===== config.mk =====
export PLATFORM = sky130hd
export DESIGN_NAME = dram_init_seq
export DESIGN_NICKNAME = d
export VERILOG_FILES = /design/src/rtl/dram_init_pkg.sv /design/src/rtl/dram_step_table.sv /design/src/rtl/dram_wait_timer.sv /design/src/rtl/dram_init_seq.sv
export SDC_FILE = /design/constraint.sdc
export NUM_CORES = 1
export LEC_CHECK = 0
export ABC_AREA = 1
export CAP_MARGIN = 20
export CORE_MARGIN = 1
export CORE_UTILIZATION = 36
export DETAILED_ROUTE_END_ITERATION = 10
export GPL_TIMING_DRIVEN = 0
export PLACE_DENSITY = 0.72
export SETUP_SLACK_MARGIN = 0.05
export SYNTH_ARGS = -nofsm -noshare
export SYNTH_HDL_FRONTEND = slang
export SYNTH_HIERARCHICAL = 1
export SYNTH_SLANG_ARGS = --single-unit

===== constraint.sdc =====
create_clock -name clk -period 1.4 [get_ports clk]
set_clock_uncertainty 0.05 [all_clocks]
set_input_delay 0.28 -clock clk [delete_from_list [all_inputs] [get_ports clk]]
set_output_delay 0.28 -clock clk [all_outputs]
set_load 0.005 [all_outputs]

===== src/rtl/dram_init_pkg.sv =====
package dram_init_pkg;

    localparam int CMD_W   = 6;
    localparam int MODE_W  = 13;
    localparam int STEP_W  = 4;

    // strobe bit positions (fixed encoding seen by the command path)
    localparam int CB_MR   = 0;
    localparam int CB_EMR1 = 1;
    localparam int CB_AREF = 2;
    localparam int CB_PREA = 3;
    localparam int CB_EMR2 = 4;
    localparam int CB_EMR3 = 5;

    typedef enum logic [1:0] {
        ST_IDLE  = 2'd0,
        ST_ISSUE = 2'd1,
        ST_WAIT  = 2'd2,
        ST_DONE  = 2'd3
    } seq_state_e;

    typedef struct packed {
        logic [CMD_W-1:0]  cmd;
        logic [MODE_W-1:0] val;
        logic              short_wait;
        logic              last;
    } step_t;

endpackage


===== src/rtl/dram_step_table.sv =====
module dram_step_table
    import dram_init_pkg::*;
(
    input  logic              ddr2_i,
    input  logic [STEP_W-1:0] idx_i,
    output step_t             step_o
);

    function automatic step_t mk(input int bit_pos, input logic [MODE_W-1:0] v,
                                 input logic sw, input logic lst);
        step_t s;
        s.cmd        = '0;
        s.cmd[bit_pos] = 1'b1;
        s.val        = v;
        s.short_wait = sw;
        s.last       = lst;
        return s;
    endfunction

    step_t ddr1_step;
    step_t ddr2_step;

    always_comb begin
        case (idx_i)
            4'd0:    ddr1_step = mk(CB_PREA, 13'h000, 1'b0, 1'b0);
            4'd1:    ddr1_step = mk(CB_EMR1, 13'h000, 1'b0, 1'b0);
            4'd2:    ddr1_step = mk(CB_MR,   13'h133, 1'b0, 1'b0);
            4'd3:    ddr1_step = mk(CB_PREA, 13'h000, 1'b0, 1'b0);
            4'd4:    ddr1_step = mk(CB_AREF, 13'h000, 1'b0, 1'b0);
            4'd5:    ddr1_step = mk(CB_AREF, 13'h000, 1'b0, 1'b0);
            default: ddr1_step = mk(CB_MR,   13'h033, 1'b0, 1'b1);
        endcase
    end

    always_comb begin
        case (idx_i)
            4'd0:    ddr2_step = mk(CB_EMR2, 13'h000, 1'b1, 1'b0);
            4'd1:    ddr2_step = mk(CB_EMR3, 13'h000, 1'b1, 1'b0);
            4'd2:    ddr2_step = mk(CB_PREA, 13'h000, 1'b0, 1'b0);
            4'd3:    ddr2_step = mk(CB_EMR2, 13'h000, 1'b0, 1'b0);
            4'd4:    ddr2_step = mk(CB_EMR3, 13'h000, 1'b0, 1'b0);
            4'd5:    ddr2_step = mk(CB_EMR1, 13'h402, 1'b0, 1'b0);
            4'd6:    ddr2_step = mk(CB_MR,   13'h143, 1'b0, 1'b0);
            4'd7:    ddr2_step = mk(CB_PREA, 13'h000, 1'b0, 1'b0);
            4'd8:    ddr2_step = mk(CB_AREF, 13'h000, 1'b0, 1'b0);
            4'd9:    ddr2_step = mk(CB_AREF, 13'h000, 1'b0, 1'b0);
            4'd10:   ddr2_step = mk(CB_MR,   13'h043, 1'b0, 1'b0);
            4'd11:   ddr2_step = mk(CB_EMR1, 13'h782, 1'b0, 1'b0);
            default: ddr2_step = mk(CB_EMR1, 13'h402, 1'b0, 1'b1);
        endcase
    end

    assign step_o = ddr2_i ? ddr2_step : ddr1_step;

endmodule


===== src/rtl/dram_wait_timer.sv =====
module dram_wait_timer #(
    parameter int CNT_W = 7
) (
    input  logic             clk,
    input  logic             rst_n,
    input  logic             load_i,
    input  logic [CNT_W-1:0] load_val_i,
    output logic             zero_o
);

    logic [CNT_W-1:0] cnt_d, cnt_q;

    always_comb begin
        cnt_d = cnt_q;
        if (load_i) begin
            cnt_d = load_val_i;
        end else if (cnt_q != '0) begin
            cnt_d = cnt_q - 1'b1;
        end
    end

    always_ff @(posedge clk or negedge rst_n) begin
        if (!rst_n) cnt_q <= '0;
        else        cnt_q <= cnt_d;
    end

    assign zero_o = (cnt_q == '0);

endmodule


===== src/rtl/dram_init_seq.sv =====
module dram_init_seq
    import dram_init_pkg::*;
#(
    parameter int LONG_WAIT    = 100,
    parameter int SHORT_WAIT   = 10,
    parameter int REF_INTERVAL = 312,
    parameter int REF_FIELD_W  = 10,
    parameter int REF_EN_BIT   = 14
) (
    input  logic                  clk,
    input  logic                  rst_n,
    input  logic                  start_i,
    input  logic                  ddr2_sel_i,
    output logic [CMD_W-1:0]      cmd_o,
    output logic [MODE_W-1:0]     mode_val_o,
    output logic [REF_EN_BIT:0]   refresh_ctl_o,
    output logic                  done_o
);

    localparam int REF_W = REF_EN_BIT + 1;
    localparam int CNT_W = $clog2(LONG_WAIT + 1);
    localparam logic [CNT_W-1:0]       LONG_LD  = CNT_W'(LONG_WAIT - 1);
    localparam logic [CNT_W-1:0]       SHORT_LD = CNT_W'(SHORT_WAIT - 1);
    localparam logic [REF_FIELD_W-1:0] REF_VAL  = REF_FIELD_W'(REF_INTERVAL);

    typedef struct packed {
        seq_state_e        st;
        logic              ddr2;
        logic [STEP_W-1:0] idx;
        logic              last;
        logic [CMD_W-1:0]  cmd;
        logic [MODE_W-1:0] val;
        logic [REF_W-1:0]  refw;
        logic              done;
    } seq_regs_t;

    seq_regs_t r_d, r_q;

    step_t            cur_step;
    logic             tmr_load;
    logic [CNT_W-1:0] tmr_val;
    logic             tmr_zero;

    dram_step_table u_table (
        .ddr2_i (r_q.ddr2),
        .idx_i  (r_q.idx),
        .step_o (cur_step)
    );

    dram_wait_timer #(.CNT_W(CNT_W)) u_timer (
        .clk        (clk),
        .rst_n      (rst_n),
        .load_i     (tmr_load),
        .load_val_i (tmr_val),
        .zero_o     (tmr_zero)
    );

    always_comb begin
        r_d      = r_q;
        r_d.cmd  = '0;
        tmr_load = 1'b0;
        tmr_val  = LONG_LD;
        case (r_q.st)
            ST_IDLE: begin
                if (start_i) begin
                    r_d.ddr2 = ddr2_sel_i;
                    r_d.idx  = '0;
                    r_d.st   = ST_ISSUE;
                end
            end
            ST_ISSUE: begin
                r_d.cmd  = cur_step.cmd;
                r_d.val  = cur_step.val;
                r_d.last = cur_step.last;
                tmr_load = 1'b1;
                tmr_val  = cur_step.short_wait ? SHORT_LD : LONG_LD;
                r_d.st   = ST_WAIT;
            end
            ST_WAIT: begin
                if (tmr_zero) begin
                    if (r_q.last) begin
                        r_d.st   = ST_DONE;
                        r_d.done = 1'b1;
                        r_d.refw = '0;
                        r_d.refw[REF_EN_BIT] = 1'b1;
                        r_d.refw[REF_FIELD_W-1:0] = REF_VAL;
                    end else begin
                        r_d.idx = r_q.idx + 1'b1;
                        r_d.st  = ST_ISSUE;
                    end
                end
            end
            default: begin
                r_d.st = ST_DONE;
            end
        endcase
    end

    always_ff @(posedge clk or negedge rst_n) begin
        if (!rst_n) begin
            r_q <= '{st: ST_IDLE, ddr2: 1'b0, idx: '0, last: 1'b0,
                     cmd: '0, val: '0, refw: '0, done: 1'b0};
        end else begin
            r_q <= r_d;
        end
    end

    assign cmd_o         = r_q.cmd;
    assign mode_val_o    = r_q.val;
    assign refresh_ctl_o = r_q.refw;
    assign done_o        = r_q.done;

endmodule


==> out/metrics.cfg, run 1 <==
[run]
cap_violations = 0

[route]
wl_per_cell_um = 11.2
ant_nets = 0
vias = 1968
first_iter_violations = 125
firstDrtPassIters = 4
viasPerCell = 4.39
drc = 0
wl_um = 5040

[setup_path]
required_ns = 1.58
slowest_delay_ns = 0.47
end_kind = flop
reg2reg_depth = 8
r2r-start = r_q[37]$_DFFE_PN0P_
path_common_cell = nand3_4
crit_arrival_ns = 1.68
setup.worst_path.class = flop to flop
rrSetupSlack_ns = -0.10
crit_path_start_kind = flop
critPathCapture = cmd_o[0]$_DFF_PN0_
worstPathCellList = inv_4, ha_2, o21ai_2, nand3_4, nand3_4, buf_6, inv_2, nor2_2
cp_max_fo = 7
startpoint = r_q[37]$_DFFE_PN0P_
slowest_stage = dfrtp_2
regToRegEndpoint = cmd_o[0]$_DFF_PN0_

[synth]
synth_edf_count = 0
synth_top_area_cell = dfrtp_1
synth.distinct_cells = 31
synth_cells = 282
synth_area_leaders = dfrtp_1 39%, nand2_1 15%, buf_4 14%
synthFlopType = dfrtp_1
syn_area_mm2 = 0.00223
seq_area_frac_synth_pct = 39.2
synth.ff_latch_count = 35
yosysWarnings = 6
async_flop_share_pct = 100
synth_top_cell_area_share_pct = 39.2
synth.avg_cell_area_um2 = 7.92

[power_and_ir_drop]
p_per_area_mw_per_mm2 = 994
intPower_mw = 2.34
clkPwrFrac_pct = 33.3
p_sw_uw = 956
seqPwrFrac_pct = 37.5
p_sw_share_pct = 29.0
combPwrFrac_pct = 29.2
p_leak_nw = 1.77
peakVddDrop_mv = 0.479

[floorplanning]
rows = 28
die_h_um = 80.8
ios = 39
die_area_mm2 = 0.00652
core_mm2 = 0.00596
dieWidth_um = 80.8
initial_core_util_pct = 37.5

[timing]
maxSlewHeadroom_pct = 47.9
timing.final.ws_setup_ns = -0.100
tns_ns = -0.532
max_freq_ghz = 0.667
final_max_slew_viol_count = 0
final_min_period_over_clock_period_pct = 107
fin_crit_ns = 1.50
rsz0062_at_grt = true
hold_violations = 0
tightestPinTransition_ns = 0.781
setup_viol_count_final = 9

[clocking]
clock_latency_ns = 0.29
cts_max_path_buffers = 2
ctsHoldBuffers = 0
path_clk_slew_ns = 0.08
cts_root_buf = clkbuf_8
h-tree-depth = 2
cts_buffers = 5
clock_sinks = 35
cts_tree = built

[cells_and_area]
seq_area_um2 = 882
layout_common_cells = 79 x nand2_1, 70 x buf_4, 30 x dfrtp_1
layout_commonest_cell = nand2_1
drive_above_1_share_pct = 47.7
finalNetCount = 383
area_growth_pct = 48.7
multi_input_area_mm2 = 0.00114
n_antenna_cell = 0
nFillCells = 513

[global_routing]
grt_pass1_wl_um = 7780
antenna_found_initial = 0
grt_usage_pct = 15.5
grt-ovfl-total = 0
grt_pass1_vias = 1879
grt_max_degree = 36

[worst_hold_path]
worstHoldPathType = primary input to async pin

[placement]
numPortBuffers = 28
pre_cts_ws_ns = -0.226
gp_congestion = 0.852
hpwl_um = 2880

[status]
violations = setup timing
status = finished with violations

-- per-layer routing --
metal | global-route usage [%] | up-vias | wire [µm]
li1 | - | 990 | -
met1 | 16.6 | 928 | 2020
met2 | 28.1 | 41 | 2710
met3 | 4.16 | 9 | 211
met4 | 8.04 | 0 | 95
met5 | 0 | - | 0
-- Yosys cell counts, types with 2 or more instances --
library cell,instances
o21bai_1,2
a21oi_1,3
inv_2,2
conb_1,3
o21ai_2,2
o21ai_1,2
ha_1,7
o21ai_0,12
nor3_1,2
inv_1,31
dfrtp_1,35
buf_6,2
nor2_1,11
nand2_1,87
nand3_1,15
nor2_4,4
xor2_1,3
buf_4,41
nor2_2,2
buf_2,2
nand4_1,2
nand2_4,3
-- metrics by stage --
step           instances  power, mW  instance area (µm²)  util [%]  hold WS, ns
6_report             448       3.30                 3320      55.8       0.0112
5_1_grt              448       3.48                 3320      55.8       0.0676
4_1_cts              432       3.21                 3130      52.5       0.0431
3_5_place_dp         399       1.95                 2670      44.9        0.360
3_3_place_gp         399       1.92                 2680      45.0        0.415
2_1_floorplan        296       1.76                 2300         -      -0.0656
-- layout make-up --
class | instances | share of cell area [%]
clock inverter | 3 | 2.03
inverter | 33 | 4.03
tap | 75 | 2.83
timing repair buffer | 69 | 16.0
buffer | 46 | 12.1
multi-input combinational | 182 | 34.3
sequential | 35 | 26.6
clock buffer | 5 | 2.07
-- repair_timing --
item	4_1_cts	5_1_grt
setup buffers	25	16
setup endpoints to repair	46	45
hold endpoints to repair	0	0
pin swaps	16	19
gates cloned	0	0
resized for setup	105	49
-- power groups by stage --
stage	registers (mW)	clock network (mW)	logic [mW]
2_1_floorplan	1.24	0	0.519
3_3_place_gp	1.26	0	0.660
3_5_place_dp	1.26	0	0.683
4_1_cts	1.24	1.12	0.844
5_1_grt	1.25	1.17	1.06
6_report	1.24	1.10	0.964
-- registers in the layout, summed over array words and instances, names as in the netlist --
name / flops
mode_val_o: 13
r_q: 8
u_timer/cnt_q: 7
cmd_o: 6
done_o: 1
-- worst max-delay path, delay by kind of cell, from the launching register on --
kind            cells  cell delay (ns)
simple gates        3             0.30
compound gates      1             0.23
flops               1             0.47
fa+ha+maj           1             0.21
buf+inv             3             0.18
-- worst min path at each step --
stage	start	end	slack, ns	cells after the start
floorplan	rst_n	cmd_o[0]$_DFF_PN0_	-0.07	0
global placement	r_q[40]$_DFFE_PN0P_	r_q[40]$_DFFE_PN0P_	0.42	2
finish	rst_n	u_timer/cnt_q[3]$_DFFE_PN0P_	0.01	1
detailed placement	rst_n	u_timer/cnt_q[3]$_DFFE_PN0P_	0.36	1
CTS	rst_n	u_timer/cnt_q[3]$_DFFE_PN0P_	0.04	1
global route	rst_n	r_q[38]$_DFFE_PN0P_	0.07	1
-- kinds of logic after synthesis --
logic type	Yosys count	synth area share [%]
adders and majority gates	7	3.92
and+or+nand+nor	131	27.2
xor gates and xnor gates	4	1.57
AOI/OAI and AO/OA	23	5.94
buffers and inverters	79	21.7
DFF	35	39.2
other	3	0.504
No activity file was read; power rests on OpenSTA's default activity.
==> run 2: changes to the inputs <==
- PLACE_DENSITY: 0.72 -> 0.7
- clock period: 1.4 -> 1.6 ns (I/O delays scaled with it)
==> run 2 against run 1 <==
Compared with the run above:
- the run now ends clean
- global-route usage is 1.5 points lower
- maximum frequency shrank 0.29%
- register-to-register slack improved by 0.20 ns
- utilization decreased by 6.3 points
- flip-flop and latch count stayed put
- sequential power down 12%
- power shrank 27%
- combinational power down 38%
- cell area is 11% lower
- clock power is 36% lower
- critical path depth decreased by 1
- die area unchanged
- critical path type unchanged
- largest power group unchanged
- highest routed layer unchanged
==> out/metrics.cfg, run 2 (same netlist as run 1, synthesis figures left out) <==
[route]
ant_nets = 0  ; unchanged
wl_per_cell_um = 9.56  ; -15%
vias = 1783  ; -9.4%
viasPerCell = 4.23  ; -3.8%
wl_um = 4040  ; -20%
first_iter_violations = 56  ; -55%
drc = 0  ; unchanged
firstDrtPassIters = 4  ; unchanged

[cells_and_area]
area_growth_pct = 31.8
layout_commonest_cell = nand2_1
n_antenna_cell = 0  ; unchanged
layout_common_cells = 83 x nand2_1, 58 x buf_4, 30 x dfrtp_1
finalNetCount = 357  ; -6.8%
drive_above_1_share_pct = 33.4  ; -14 points
largest_reg_flops = 13  ; unchanged

[setup_path]
end_kind = flop
setup.worst_path.class = flop to flop
crit_path_start_kind = flop
cp_max_fo = 4  ; -3
r2r-start = r_q[37]$_DFFE_PN0P_
required_ns = 1.74  ; +0.16 ns
startpoint = r_q[37]$_DFFE_PN0P_
crit_arrival_ns = 1.64  ; -0.04 ns

[clocking]
path_clk_slew_ns = 0.07  ; about the same
cts_root_buf = clkbuf_8
cts_buffers = 5  ; unchanged
clock_sinks = 35  ; unchanged
clock_latency_ns = 0.29  ; about the same
cts_tree = built
h-tree-depth = 2  ; unchanged
cts_max_path_buffers = 2  ; unchanged

[global_routing]
grt-ovfl-total = 0  ; unchanged
grt_pass1_wl_um = 7030  ; -9.7%
antenna_found_initial = 0  ; unchanged
grt_pass1_vias = 1618  ; -14%
grt_usage_pct = 14.1  ; -1.5 points
grt_max_degree = 36  ; unchanged

[timing]
maxSlewHeadroom_pct = 49.5  ; +1.6 points
setup_viol_count_final = 0  ; -9
max_freq_ghz = 0.665  ; -0.29%
rsz0062_at_grt = true
hold_violations = 0  ; unchanged
tightestPinTransition_ns = 0.758  ; -0.0233 ns
fin_crit_ns = 1.50  ; +0.00438 ns
final_max_slew_viol_count = 0  ; unchanged
timing.final.ws_setup_ns = 0.0953  ; +0.196 ns
final_min_period_over_clock_period_pct = 94.0  ; -13 points

[power_and_ir_drop]
peakVddDrop_mv = 0.383  ; -20%
intPower_mw = 1.67  ; -29%
p_sw_uw = 727  ; -24%
finalPower_mw = 2.39  ; -27%
seqPwrFrac_pct = 45.5  ; +8.0 points
p_per_area_mw_per_mm2 = 813  ; -18%
p_leak_nw = 1.60  ; -9.4%
combPwrFrac_pct = 25.0  ; -4.2 points
p_sw_share_pct = 30.4  ; +1.4 points
clkPwrFrac_pct = 29.5  ; -3.8 points

[worst_hold_path]
worstHoldPathType = primary input to async pin

[placement]
numPortBuffers = 28  ; unchanged
hpwl_um = 2770  ; -3.6%
pre_cts_ws_ns = -0.141  ; +0.0851 ns
gp_congestion = 0.819  ; -3.8%

[run]
cap_violations = 0  ; unchanged

[floorplanning]
core_mm2 = 0.00596  ; unchanged
die_area_mm2 = 0.00652  ; unchanged
rows = 28  ; unchanged
initial_core_util_pct = 37.5  ; unchanged
dieWidth_um = 80.8  ; unchanged
ios = 39  ; unchanged
die_h_um = 80.8  ; unchanged

[status]
status = finished clean

[run 2: changes by cell type in the layout (fill, tap and decap cells not counted), sizes merged]
cell           delta
bufinv            -2
buf              -30
clkinvlp          -1
clkbuf           -10
inv               +1
clkdlybuf4s15     -6
clkinv            -1
dlygate4sd2      +23
[run 2: layout make-up]
type	instances	area [µm²]
fillers	574	3010
well taps	75	93.8
repair buffers	43	354
clock buffers	8	100
multi-input cells	182	1020
flip-flops and latches	35	882
inverters	33	129
plain buffers	46	369
[run 2: routing by layer]
metal,track usage (%),share of wire (%),up-vias
met5,0,0,-
met4,6.07,1.9,0
met3,4.16,4.4,9
met2,23.5,50,31
met1,16.9,44,811
li1,-,-,932
[run 2: worst max-delay path, stage by stage, from the launching register on]
cell and delay (ns):
dfrtp_2 0.46, inv_4 0.09, ha_4 0.20, or2_2 0.32, nand3_2 0.09, nand3_1 0.07
nand2_1 0.07, nand2_1 0.04
[run 2: repair_timing]
action,CTS,global route
resized for setup,35,32
pin swaps,1,8
setup buffers,12,3
hold buffers,0,0
setup endpoints to repair,37,14
[run 2: stage by stage]
step           area (µm²)  cells  TNS (ns)  utilization, %  hold WS, ns
2_1_floorplan        2290    296         0               -      -0.0256
3_3_place_gp         2660    399    -21.02            44.7        0.416
3_5_place_dp         2660    399    -0.444            44.6        0.393
4_1_cts              2830    419         0            47.5       0.0752
5_1_grt              2940    422         0            49.4        0.121
6_report             2940    422         0            49.4       0.0471
[run 2: path summary, 6_finish.rpt]
kind                            slack, ns                      endpoint  cells after the start
worst max-delay path                  0.1     mode_val_o[1]$_DFFE_PN0P_                      7
worst min-delay path                 0.05  u_timer/cnt_q[4]$_DFFE_PN0P_                      1
worst max register to register        0.1     mode_val_o[1]$_DFFE_PN0P_                      7
worst min register to register       0.43    mode_val_o[10]$_DFFE_PN0P_                      2
max in group asynchronous            0.92            done_o$_DFFE_PN0P_                      1
min in group clk                     0.43    mode_val_o[10]$_DFFE_PN0P_                      2
[run 2: power groups by stage]
stage | Combinational (mW) | Clock [mW] | Sequential (mW)
finish | 0.599 | 0.705 | 1.09
global route | 0.680 | 0.774 | 1.11
CTS | 0.601 | 0.725 | 1.09
detailed placement | 0.594 | 0 | 1.10
global placement | 0.571 | 0 | 1.10
floorplan | 0.449 | 0 | 1.08
==> run 3: changes to the inputs <==
--- a/constraint.sdc
+++ b/constraint.sdc
@@ -4,2 +4,2 @@
 set_output_delay 0.32 -clock clk [all_outputs]
-set_load 0.005 [all_outputs]
+set_load 0.1 [all_outputs]
==> run 3 against run 2 <==
Compared with the run above:
- worst setup slack lost 0.036 ns
- largest power group unchanged
- utilization fell by 1.8 points
- critical path type unchanged
- sequential share of layout area up 1.1 points
- clock power shrank 14%
- cell area fell by 3.6%
- cell count down 0.24%
- wire length grew 3.5%
- via count down 0.62%
- highest routed layer unchanged
- sequential power about the same
- count of clock-buffer cells in the layout down 1
==> out/metrics.cfg, run 3 (same netlist as run 1, synthesis figures left out) <==
[timing]
rsz0062_at_grt = true
max_freq_ghz = 0.649  ; -2.3%
tightestPinTransition_ns = 0.795  ; +0.0368 ns
tns_ns = 0  ; unchanged
final_max_slew_viol_count = 0  ; unchanged
fin_crit_ns = 1.54  ; +0.0358 ns
final_min_period_over_clock_period_pct = 96.3  ; +2.2 points
setup_viol_count_final = 0  ; unchanged
maxSlewHeadroom_pct = 47.0  ; -2.5 points
hold_violations = 0  ; unchanged

[floorplanning]
ios = 39  ; unchanged
core_mm2 = 0.00596  ; unchanged
dieWidth_um = 80.8  ; unchanged
die_area_mm2 = 0.00652  ; unchanged
die_h_um = 80.8  ; unchanged
rows = 28  ; unchanged
initial_core_util_pct = 37.5  ; unchanged

[setup_path]
cp_max_fo = 5  ; +1
reg2reg_depth = 10  ; +3
r2r-start = r_q[37]$_DFFE_PN0P_
end_kind = flop
required_ns = 1.77  ; +0.03 ns
setup.worst_path.class = flop to flop
rrSetupSlack_ns = 0.06  ; -0.04 ns
crit_path_start_kind = flop
crit_arrival_ns = 1.71  ; +0.07 ns
regToRegEndpoint = cmd_o[0]$_DFF_PN0_

[global_routing]
grt-ovfl-total = 0  ; unchanged
antenna_found_initial = 0  ; unchanged
grt_max_degree = 36  ; unchanged
grt_pass1_wl_um = 6760  ; -3.8%
grt_pass1_vias = 1600  ; -1.1%
grt_usage_pct = 13.5  ; -0.57 points

[clocking]
cts_root_buf = clkbuf_8
clock_latency_ns = 0.28  ; about the same
ctsHoldBuffers = 0  ; unchanged
cts_buffers = 5  ; unchanged
clock_sinks = 35  ; unchanged
cts_max_path_buffers = 2  ; unchanged
path_clk_slew_ns = 0.07  ; about the same
h-tree-depth = 2  ; unchanged
cts_tree = built

[cells_and_area]
largest_reg_flops = 13  ; unchanged
drive_above_1_share_pct = 39.3  ; +5.9 points
layout_common_cells = 82 x nand2_1, 61 x buf_4, 30 x dfrtp_1
n_antenna_cell = 0  ; unchanged
final_cells = 421  ; -0.24%
area_growth_pct = 27.1
finalNetCount = 356  ; -0.28%
layout_commonest_cell = nand2_1

[route]
viasPerCell = 4.21  ; -0.38%
ant_nets = 0  ; unchanged
wl_um = 4180  ; +3.5%
firstDrtPassIters = 4  ; unchanged
vias = 1772  ; -0.62%
wl_per_cell_um = 9.92  ; +3.7%
drc = 0  ; unchanged
route.met2.wl_um = 2070  ; +3.1%
first_iter_violations = 78  ; +39%
highest_layer = met4
route.met3.wl_um = 171  ; -2.8%
met1_length_um = 1870  ; +5.4%

[placement]
dpl.cell_count = 399  ; unchanged
gp_congestion = 0.831  ; +1.4%
numPortBuffers = 28  ; unchanged
hpwl_um = 2820  ; +1.8%

[run]
cap_violations = 0  ; unchanged

[power_and_ir_drop]
p_leak_nw = 1.55  ; -3.0%
peakVddDrop_mv = 0.458  ; +19%
p_per_area_mw_per_mm2 = 922  ; +13%

[worst_hold_path]
worstHoldPathType = primary input to async pin

[status]
status = finished clean

run 3: worst max-delay path: stages, from the launching register on:
cell and delay, ns:
dfrtp_2 0.44, inv_2 0.08, ha_4 0.18, inv_2 0.05, nand2_2 0.04, a21oi_2 0.16
nand3_2 0.16, nand3_2 0.13, buf_6 0.10, inv_2 0.02, nor2_2 0.06
run 3: metal layers:
layer	GRT usage (%)	up-vias
met4	4.46	0
met1	16.0	803
met3	3.71	6
met5	0	-
met2	23.6	32
li1	-	931
run 3: power breakdown:
group	switching [mW]	total, mW	leakage, nW	internal, mW
clock	0.304	0.609	0.0422	0.305
sequential	0.0986	1.09	0.406	0.990
combinational	0.643	0.919	1.11	0.276
total	1.05	2.62	1.55	1.57
run 3: through the flow:
step	utilization (%)	hold WS [ns]	total power, mW	cell area [µm²]	setup slack (ns)
2_1_floorplan	-	-0.0256	1.86	2290	0.0861
3_3_place_gp	44.7	0.416	1.99	2660	-0.726
3_5_place_dp	44.6	0.399	2.03	2660	-0.410
4_1_cts	45.0	0.0884	2.63	2680	0.0543
5_1_grt	47.7	0.133	2.77	2840	-0.0406
6_report	47.7	0.0681	2.62	2840	0.0595
run 3: what timing repair did:
item                                    4_1_cts  5_1_grt
gates resized for setup                     142       32
endpoints found under the setup margin       37       22
pin swaps                                     0        9
buffers inserted                              4       10
run 3: how the worst max path moves through the flow:
stage / start / endpoint / slack [ns]
floorplan: r_q[37]$_DFFE_PN0P_ / cmd_o[0]$_DFF_PN0_ / 0.09
global placement: rst_n / done_o$_DFFE_PN0P_ / -0.73
detailed placement: done_o$_DFFE_PN0P_ / refresh_ctl_o[5] / -0.41
CTS: r_q[37]$_DFFE_PN0P_ / mode_val_o[1]$_DFFE_PN0P_ / 0.05
global route: r_q[37]$_DFFE_PN0P_ / cmd_o[0]$_DFF_PN0_ / -0.04
finish: r_q[37]$_DFFE_PN0P_ / cmd_o[0]$_DFF_PN0_ / 0.06
run 3: area by class of cell:
class,count,area (µm²)
clock inverter,1,5.00
sequential,35,882
multi-input combinational,182,992
fill,594,3120
clock buffer,7,76.3
inverter,33,124
buffer,46,373
timing repair buffer,42,293
tap,75,93.8
